$ cat config.mk
export PLATFORM = sky130hd
export DESIGN_NAME = tagged_arith_unit
export DESIGN_NICKNAME = d
export VERILOG_FILES = /design/src/rtl/tagarith_pkg.sv /design/src/rtl/tagarith_tag_check.sv /design/src/rtl/tagarith_adder.sv /design/src/rtl/tagarith_flags.sv /design/src/rtl/tagged_arith_unit.sv
export SDC_FILE = /design/constraint.sdc
export NUM_CORES = 1
export LEC_CHECK = 0
export ABC_AREA = 1
export CAP_MARGIN = 20
export CORE_ASPECT_RATIO = 0.8
export CORE_MARGIN = 2
export CORE_UTILIZATION = 41
export DETAILED_ROUTE_END_ITERATION = 7
export PLACE_DENSITY_LB_ADDON = 0.12
export SYNTH_ARGS = -nofsm -noshare
export SYNTH_HDL_FRONTEND = slang
export SYNTH_SLANG_ARGS = --single-unit
$ cat constraint.sdc
create_clock -name clk -period 0.8 [get_ports clk]
set_clock_uncertainty 0.1 [all_clocks]
set_input_delay 0.2 -clock clk [delete_from_list [all_inputs] [get_ports clk]]
set_output_delay 0.2 -clock clk [all_outputs]
set_load 0.02 [all_outputs]
$ cat src/rtl/tagarith_pkg.sv
package tagarith_pkg;

   typedef struct packed {
      logic neg;
      logic zero;
      logic carry;
      logic ovf;
   } cond_codes_t;

   localparam cond_codes_t CC_CLEAR = '{neg: 1'b0, zero: 1'b0, carry: 1'b0, ovf: 1'b0};

endpackage

$ cat src/rtl/tagarith_tag_check.sv
module tagarith_tag_check #(
   parameter int unsigned TAG_W   = 2,
   parameter int unsigned INT_TAG = 0
) (
   input  logic [TAG_W-1:0] tag_bits,
   output logic             is_int
);
   localparam logic [TAG_W-1:0] INT_CODE = TAG_W'(INT_TAG);

   assign is_int = (tag_bits == INT_CODE);
endmodule

$ cat src/rtl/tagarith_adder.sv
module tagarith_adder #(
   parameter int unsigned DATA_W        = 32,
   parameter bit          CARRY_SELECT  = 1'b0,
   parameter int unsigned SLICE_W       = 8
) (
   input  logic [DATA_W-1:0] lhs,
   input  logic [DATA_W-1:0] rhs,
   input  logic              cin,
   output logic [DATA_W-1:0] sum,
   output logic              cout
);
   localparam int unsigned NSLICE = DATA_W / SLICE_W;

   if (CARRY_SELECT) begin : g_csel
      if (DATA_W % SLICE_W != 0) begin : g_bad_slice
         $error("tagarith_adder: DATA_W must be a multiple of SLICE_W");
      end
      logic [NSLICE:0] chain;
      assign chain[0] = cin;
      for (genvar i = 0; i < NSLICE; i++) begin : g_slice
         logic [SLICE_W:0] s0;
         logic [SLICE_W:0] s1;
         assign s0 = {1'b0, lhs[i*SLICE_W +: SLICE_W]} + {1'b0, rhs[i*SLICE_W +: SLICE_W]};
         assign s1 = s0 + (SLICE_W+1)'(1);
         assign sum[i*SLICE_W +: SLICE_W] = chain[i] ? s1[SLICE_W-1:0] : s0[SLICE_W-1:0];
         assign chain[i+1] = chain[i] ? s1[SLICE_W] : s0[SLICE_W];
      end
      assign cout = chain[NSLICE];
   end else begin : g_plain
      logic [DATA_W:0] wide;
      assign wide = {1'b0, lhs} + {1'b0, rhs} + {{DATA_W{1'b0}}, cin};
      assign sum  = wide[DATA_W-1:0];
      assign cout = wide[DATA_W];
   end
endmodule

$ cat src/rtl/tagarith_flags.sv
module tagarith_flags
   import tagarith_pkg::*;
#(
   parameter int unsigned DATA_W = 32
) (
   input  logic [DATA_W-1:0] sum,
   input  logic              cout,
   input  logic              sign_a,
   input  logic              sign_b_eff,
   input  logic              both_int,
   input  logic              trap_en,
   output cond_codes_t       cc,
   output logic              trap_req
);
   localparam int unsigned MSB = DATA_W - 1;

   logic arith_ovf;

   always_comb begin
      arith_ovf = (sign_a == sign_b_eff) && (sum[MSB] != sign_a);
      cc.neg    = sum[MSB];
      cc.zero   = (sum == '0);
      cc.carry  = cout;
      cc.ovf    = arith_ovf || !both_int;
      trap_req  = trap_en && cc.ovf;
   end
endmodule

$ cat src/rtl/tagged_arith_unit.sv
module tagged_arith_unit
   import tagarith_pkg::*;
#(
   parameter int unsigned DATA_W       = 32,
   parameter int unsigned TAG_W        = 2,
   parameter int unsigned INT_TAG      = 0,
   parameter bit          CARRY_SELECT = 1'b0,
   parameter int unsigned SLICE_W      = 8
) (
   input  logic              clk,
   input  logic              rst_n,
   input  logic              in_valid,
   input  logic              op_sub,
   input  logic              trap_en,
   input  logic [31:0]       opnd_a,
   input  logic [31:0]       opnd_b,
   output logic              out_valid,
   output logic [31:0]       result,
   output logic              flag_n,
   output logic              flag_z,
   output logic              flag_c,
   output logic              flag_v,
   output logic              trap,
   output logic              wr_en
);
   localparam int unsigned MSB   = DATA_W - 1;
   localparam int unsigned N_OPS = 2;

   if (DATA_W != 32) begin : g_bad_width
      $error("tagged_arith_unit: ports are 32 bits wide, DATA_W must be 32");
   end
   if (TAG_W == 0 || TAG_W >= DATA_W) begin : g_bad_tag
      $error("tagged_arith_unit: TAG_W must be between 1 and DATA_W-1");
   end
   if (INT_TAG >= (1 << TAG_W)) begin : g_bad_code
      $error("tagged_arith_unit: INT_TAG does not fit in TAG_W bits");
   end

   logic [DATA_W-1:0] ops [N_OPS];
   logic [N_OPS-1:0]  is_int;
   logic [DATA_W-1:0] rhs_eff;
   logic [DATA_W-1:0] sum;
   logic              cout;
   cond_codes_t       cc_d;
   cond_codes_t       cc_q;
   logic              trap_req;
   logic [DATA_W-1:0] result_q;
   logic              valid_q;
   logic              trap_q;
   logic              wr_q;

   assign ops[0] = opnd_a;
   assign ops[1] = opnd_b;

   for (genvar k = 0; k < N_OPS; k++) begin : g_tag
      tagarith_tag_check #(
         .TAG_W  (TAG_W),
         .INT_TAG(INT_TAG)
      ) u_tag (
         .tag_bits(ops[k][TAG_W-1:0]),
         .is_int  (is_int[k])
      );
   end

   assign rhs_eff = op_sub ? ~opnd_b : opnd_b;

   tagarith_adder #(
      .DATA_W      (DATA_W),
      .CARRY_SELECT(CARRY_SELECT),
      .SLICE_W     (SLICE_W)
   ) u_adder (
      .lhs (opnd_a),
      .rhs (rhs_eff),
      .cin (op_sub),
      .sum (sum),
      .cout(cout)
   );

   tagarith_flags #(
      .DATA_W(DATA_W)
   ) u_flags (
      .sum       (sum),
      .cout      (cout),
      .sign_a    (opnd_a[MSB]),
      .sign_b_eff(rhs_eff[MSB]),
      .both_int  (&is_int),
      .trap_en   (trap_en),
      .cc        (cc_d),
      .trap_req  (trap_req)
   );

   always_ff @(posedge clk or negedge rst_n) begin
      if (!rst_n) begin
         valid_q  <= 1'b0;
         trap_q   <= 1'b0;
         wr_q     <= 1'b0;
         result_q <= '0;
         cc_q     <= CC_CLEAR;
      end else begin
         valid_q <= in_valid;
         trap_q  <= in_valid && trap_req;
         wr_q    <= in_valid && !trap_req;
         if (in_valid) begin
            result_q <= sum;
            cc_q     <= cc_d;
         end
      end
   end

   assign out_valid = valid_q;
   assign result    = result_q;
   assign flag_n    = cc_q.neg;
   assign flag_z    = cc_q.zero;
   assign flag_c    = cc_q.carry;
   assign flag_v    = cc_q.ovf;
   assign trap      = trap_q;
   assign wr_en     = wr_q;
endmodule

==> impl_metrics.json, run 1 <==
{
  "outcome": "complete, but fails checks",
  "violations": "setup timing",
  "ctsLongestPathBuffers": 2,
  "core_mm2": 0.0102,
  "synthCells": 695,
  "crit_top_cell": "nand2_1",
  "place_ws_ns": -2.05,
  "fin_tns_setup_ns": -58.49,
  "ir_drop_uv": 1240,
  "drc": 0,
  "critPathLaunchType": "input port",
  "htree_levels": 2,
  "slew_headroom_pct": 66.9,
  "timing.rr.end": "result[21]",
  "grt_max_degree": 39,
  "ys_seq_elements": 38,
  "rr_startpoint": "result[21]",
  "drive_gt1_share_pct": 62.4,
  "cp_top_family": "simple AND/OR/NAND/NOR gates",
  "cpMaxStageDelayCell": "ha_1",
  "cp_num_buf_inv": 2,
  "cpPeakStageDelay_ns": 0.43,
  "final.min_clock_period_ns": 2.54,
  "fin_cells": 1184,
  "tightest_slew_ns": 0.495,
  "yosysTopAreaCell": "dfrtp_1",
  "ys_top_cells_by_area": "dfrtp_1 (22%), nand2_1 (21%), ha_1 (10%)",
  "grtUsageTotal_pct": 32.3,
  "vias": 7001,
  "yosysTopAreaCellShare_pct": 22.2,
  "power.leakage_nw": 4.77,
  "worst_slack_ns": -1.74,
  "num_antenna_cells": 0,
  "fp.dieH_um": 95.3,
  "final_cell_mix": "buf_4 (192), nand2_1 (117), nand2_2 (106)",
  "p_per_area_mw_per_mm2": 1750,
  "design_area_mm2": 0.00962,
  "cap_violations": 0,
  "yosysWarnings": 0,
  "worstPathArrival_ns": 2.67,
  "viasPerCell": 5.91,
  "endpoint_kind": "register",
  "hold_class": "in -> async",
  "overflow": 0,
  "setup_viol": 76,
  "cts_buffers": 5,
  "ys_seq_area_share_pct": 22.2,
  "die_area_mm2": 0.0113,
  "r2r_slack_ns": -0.34,
  "worst-path-max-fanout": 8,
  "grt_antenna_before_repair": 0,
  "routed_wl_um": 26500,
  "fmax_mhz": 393,
  "drt_first_pass_iters": 8,
  "root_buffer": "clkbuf_16",
  "drt_iter0_drc": 866,
  "gp_congestion": 0.953,
  "die_w_um": 118,
  "rsz0062_at_grt": "yes",
  "period_share_pct": 318,
  "synth_area_mm2": 0.00427,
  "dp_cells": 1079,
  "worstSetupPathType": "in -> reg",
  "wl_per_cell_um": 22.3,
  "cts.sinks": 38,
  "syn_area_per_cell_um2": 6.15,
  "grt_pass1_vias": 5889,
  "start_util_pct": 41.9,
  "hpwlAfterDp_um": 12800,
  "final_common_cell": "buf_4",
  "cp_cell_sequence": "buf_12, buf_16, xor2_1, ha_1, nand2_1, nor2_1, nand2_2, nor3_2, nand2_2, nand2_1, nand2_1, nand2_2, nand3_2, nor3_2, nand2_1, nand2_1",
  "syn_nets": 799,
  "finalHoldViolations": 0,
  "startpoint": "op_sub",
  "io_pins": 108,
  "critPathCapture": "flag_z",
  "area_delta_synth_final_pct": 125,
  "io_buffers": 107,
  "clock_latency_ns": 0.28,
  "cts_tree": "built",
  "ant_nets": 0,
  "fin_nets": 1147,
  "clk_pin_slew_worst_paths_ns": 0.06,
  "cp.depth": 16,
  "grt_pass1_wl_um": 29000,
  "worst_r2r_path_depth": 4,
  "row_count": 33,
  "drv_slew": 0,
  "postPlaceCellArea_mm2": 0.00663,
  "worstPathRequired_ns": 0.92,
  "yosysUniqueCellTypes": 28
}
-- metrics by stage --
| step | utilization [%] | hold slack (ns) | power (W) |
|---|---|---|---|
| 6_report | 94.3 | 0.331 | 0.0168 |
| 5_1_grt | 94.3 | 0.353 | 0.0173 |
| 4_1_cts | 81.2 | 0.321 | 0.0139 |
| 3_5_place_dp | 65.0 | 0.0874 | 0.00975 |
| 3_3_place_gp | 65.0 | 0.0838 | 0.00966 |
| 2_1_floorplan | - | -0.196 | 0.00590 |
-- worst min-delay path: stages --
cell           delay (ns)
dlygate4sd3_1        0.52
clkbuf_2             0.13
buf_12               0.23
-- area by class of cell --
class	instances	area, um2
multi-input cells	538	4680
repair buffers	354	3250
clock buffers	6	129
flip-flops and latches	38	952
inverters	106	415
well taps	140	175
fillers	299	583
clock inverters	2	10.0
-- cells in the mapped netlist --
cell type / instances
inv_2: 4
nor3_1: 4
inv_1: 102
nor4_2: 1
xor2_1: 37
a21oi_1: 24
nor4_1: 1
o21bai_1: 4
nand3b_1: 5
o21ai_0: 27
ha_1: 34
nand4_1: 9
nor2_4: 1
clkbuf_1: 11
nand2_2: 14
nor2_1: 63
a21oi_2: 3
buf_4: 1
buf_2: 1
nor3_2: 2
dfrtp_1: 38
nand3_2: 6
a31oi_1: 14
nand3_1: 37
nand2_1: 242
fa_1: 1
nor2_2: 7
xnor2_1: 2
-- repair_timing --
item	CTS	global route
cloned	2	1
endpoints found under the hold margin	38	0
setup endpoints to repair	76	76
pin swaps	175	139
resized for setup	541	244
setup buffers	71	29
hold buffers	1	0
-- power by group --
part	switching, W	internal, W
Sequential	0.000313	0.00231
Clock	0.000763	0.00114
Combinational	0.00640	0.00589
Total	0.00747	0.00935
-- flip-flops by register name, summed over array words and instances, names as in the netlist --
signal and count:
out_valid 1, wr_en 1, flag_v 1, flag_n 1, trap 1, flag_z 1
result 31, flag_c 1
-- logic make-up (layout without fill, tap and decap cells) --
kind of cell | after synthesis | in the layout | share of synthesized area (%)
simple gates | 392 | 392 | 39.4
buf+inv | 119 | 468 | 10.6
compound gates | 72 | 72 | 9.34
xor+xnor | 39 | 39 | 7.99
flops | 38 | 38 | 22.2
fa+ha+maj | 35 | 35 | 10.4
-- how the worst min path moves through the flow --
stage,endpoint
floorplan,flag_c
CTS,wr_en
global placement,result[0]
global route,result[0]
finish,result[2]
detailed placement,result[2]
-- layer usage --
layer / track usage, % / vias to the layer above / wire, um
met2: 55.0 / 660 / 11700
li1: - / 2862 / -
met1: 43.0 / 3228 / 9420
met5: 0 / - / 0
met3: 4.96 / 251 / 3090
met4: 8.73 / 0 / 2250
Note: power is estimated with default switching activity, not from simulation.
==> run 2, diff against run 1 <==
==> constraint.sdc (replaced) <==
create_clock -name clk -period 2.15 [get_ports clk]
set_clock_uncertainty 0.1 [all_clocks]
set_input_delay 0.5375 -clock clk [delete_from_list [all_inputs] [get_ports clk]]
set_output_delay 0.5375 -clock clk [all_outputs]
set_load 0.02 [all_outputs]
==> run 2 against run 1 <==
  * The flow still finishes with violations (setup timing)
  * Largest cell class unchanged
  * Utilization down 8.2 points
  * Sequential cell count unchanged
  * Total power shrank 67%
  * Non-clock buffer count fell by 82
  * Register-to-register slack improved by 1.6 ns
  * Setup slack better by 1.1 ns
  * Critical path depth up 1
  * Critical endpoint unchanged
  * Sequential share of layout area up 0.93 points
  * First-iteration DRC count decreased by 40%
  * Final cell count fell by 7.0%
  * Clock power shrank 64%
  * Final area down 8.7%
==> impl_metrics.json, run 2 (same netlist as run 1, synthesis figures left out) <==
{
  "routed_wl_um": 20700,
  "ctsLongestPathBuffers": 2,
  "grt_pass1_vias": 5470,
  "hold_class": "in -> async",
  "largest_register_ffs": 31,
  "viasPerCell": 5.37,
  "grt_pass1_wl_um": 26300,
  "wl_per_cell_um": 18.8,
  "grt_max_degree": 39,
  "endpoint_kind": "register",
  "cts.sinks": 38,
  "rsz0062_at_grt": "yes",
  "finalHoldViolations": 0,
  "grt_antenna_before_repair": 0,
  "r2r_slack_ns": 1.26,
  "gp_congestion": 0.879,
  "gr-usage-met3_pct": 2.63,
  "drive_gt1_share_pct": 54.4,
  "final.min_clock_period_ns": 2.80,
  "fin_nets": 1065,
  "core_mm2": 0.0102,
  "final_cell_mix": "buf_4 (133), nand2_1 (122), nand2_2 (99)",
  "tightest_slew_ns": 0.465,
  "drc": 0,
  "cpMaxStageDelayCell": "ha_1",
  "vias": 5914,
  "cap_violations": 0,
  "fill_cells": 551,
  "die_area_mm2": 0.0113,
  "use_met2_pct": 51.5,
  "drt_iter0_drc": 522,
  "grtUsageTotal_pct": 29.3,
  "post-route-util_pct": 86.0,
  "htree_levels": 2,
  "drv_slew": 0,
  "fin_tns_setup_ns": -8.94,
  "num_antenna_cells": 0,
  "worstPathRequired_ns": 2.27,
  "die_w_um": 118,
  "grt.busiest_layer": "met2",
  "overflow": 0,
  "cts_buffers": 5,
  "clock_latency_ns": 0.28,
  "row_count": 33,
  "fp.dieH_um": 95.3,
  "critPathLaunchType": "input port",
  "io_pins": 108,
  "ir_drop_uv": 348,
  "outcome": "complete, but fails checks",
  "worst_slack_ns": -0.654,
  "io_buffers": 107,
  "period_share_pct": 130,
  "hpwlAfterDp_um": 11900,
  "power.leakage_nw": 4.27,
  "cp_cell_sequence": "buf_12, buf_16, xor2_1, ha_1, a21oi_2, nand2_2, nand2_2, nand3_4, inv_2, nand4_1, nand2_4, nand2_2, nor2_2, nand2_1, nor2_2, nand2_1, nand2_1",
  "ant_nets": 0,
  "clk_pin_slew_worst_paths_ns": 0.06,
  "final_common_cell": "buf_4",
  "root_buffer": "clkbuf_16",
  "multi_input_area_mm2": 0.00462,
  "worstPathArrival_ns": 2.92,
  "regArea_um2": 951,
  "drt_first_pass_iters": 6,
  "start_util_pct": 41.9,
  "setup_viol": 27,
  "p_per_area_mw_per_mm2": 628,
  "violations": "setup timing",
  "worstSetupPathType": "in -> reg",
  "fmax_mhz": 357,
  "cts_tree": "built",
  "area_delta_synth_final_pct": 105,
  "worst-path-max-fanout": 6,
  "slew_headroom_pct": 69.0,
  "cpPeakStageDelay_ns": 0.36,
  "use_met1_pct": 39.1
}
run 2: final timing paths:
| kind | cells after the start | end | startpoint |
|---|---|---|---|
| worst min register to register | 2 | result[17] | result[17] |
| worst min-delay path | 2 | result[7] | rst_n |
| worst max register to register | 2 | result[24] | result[24] |
| min in group clk | 2 | result[17] | result[17] |
| worst max-delay path | 17 | flag_z | op_sub |
| max in group asynchronous | 2 | result[30] | rst_n |
run 2: power breakdown:
part           switching, W  internal, W
registers         0.0000854     0.000859
clock network      0.000264     0.000418
logic               0.00208      0.00180
run 2: metal layers:
layer	vias up	wire length, um	part of all wire (%)
li1	2691	-	-
met1	2804	8430	41
met2	335	9910	48
met3	84	1490	7.2
met4	0	892	4.3
met5	-	0	0
run 2: final cells by class:
cell class              instances  share of cell area (%)
inverters                     106                    4.65
clock buffers                   5                    1.43
multi-input cells             538                    52.7
repair buffers                272                    28.3
clock inverters                 2                   0.114
well taps                     140                    2.00
flip-flops and latches         38                    10.8
run 2: through the flow:
step / worst slack [ns] / total power (W) / std cells / hold WS, ns / area, um2
after floorplan: -0.398 / 0.00219 / 695 / 0.142 / 4340
after global placement: -0.960 / 0.00339 / 1038 / 0.358 / 6320
after detailed placement: -0.971 / 0.00343 / 1038 / 0.366 / 6320
after CTS: -0.428 / 0.00480 / 1084 / 0.213 / 7780
after global routing: -0.691 / 0.00576 / 1101 / 0.245 / 8770
final: -0.654 / 0.00551 / 1101 / 0.203 / 8770
run 2: critical path: cells and delay by family:
family / cells / cell delay [ns]
buf+inv: 3 / 0.38
simple gates: 11 / 1.21
fa+ha+maj: 1 / 0.36
compound gates: 1 / 0.22
xor+xnor: 1 / 0.21
run 2: repair_timing:
item | 4_1_cts | 5_1_grt
gates cloned | 2 | 0
endpoints found under the setup margin | 33 | 32
buffers inserted | 44 | 17
pin swaps | 189 | 113
hold buffers | 0 | 0
gates resized for setup | 312 | 198
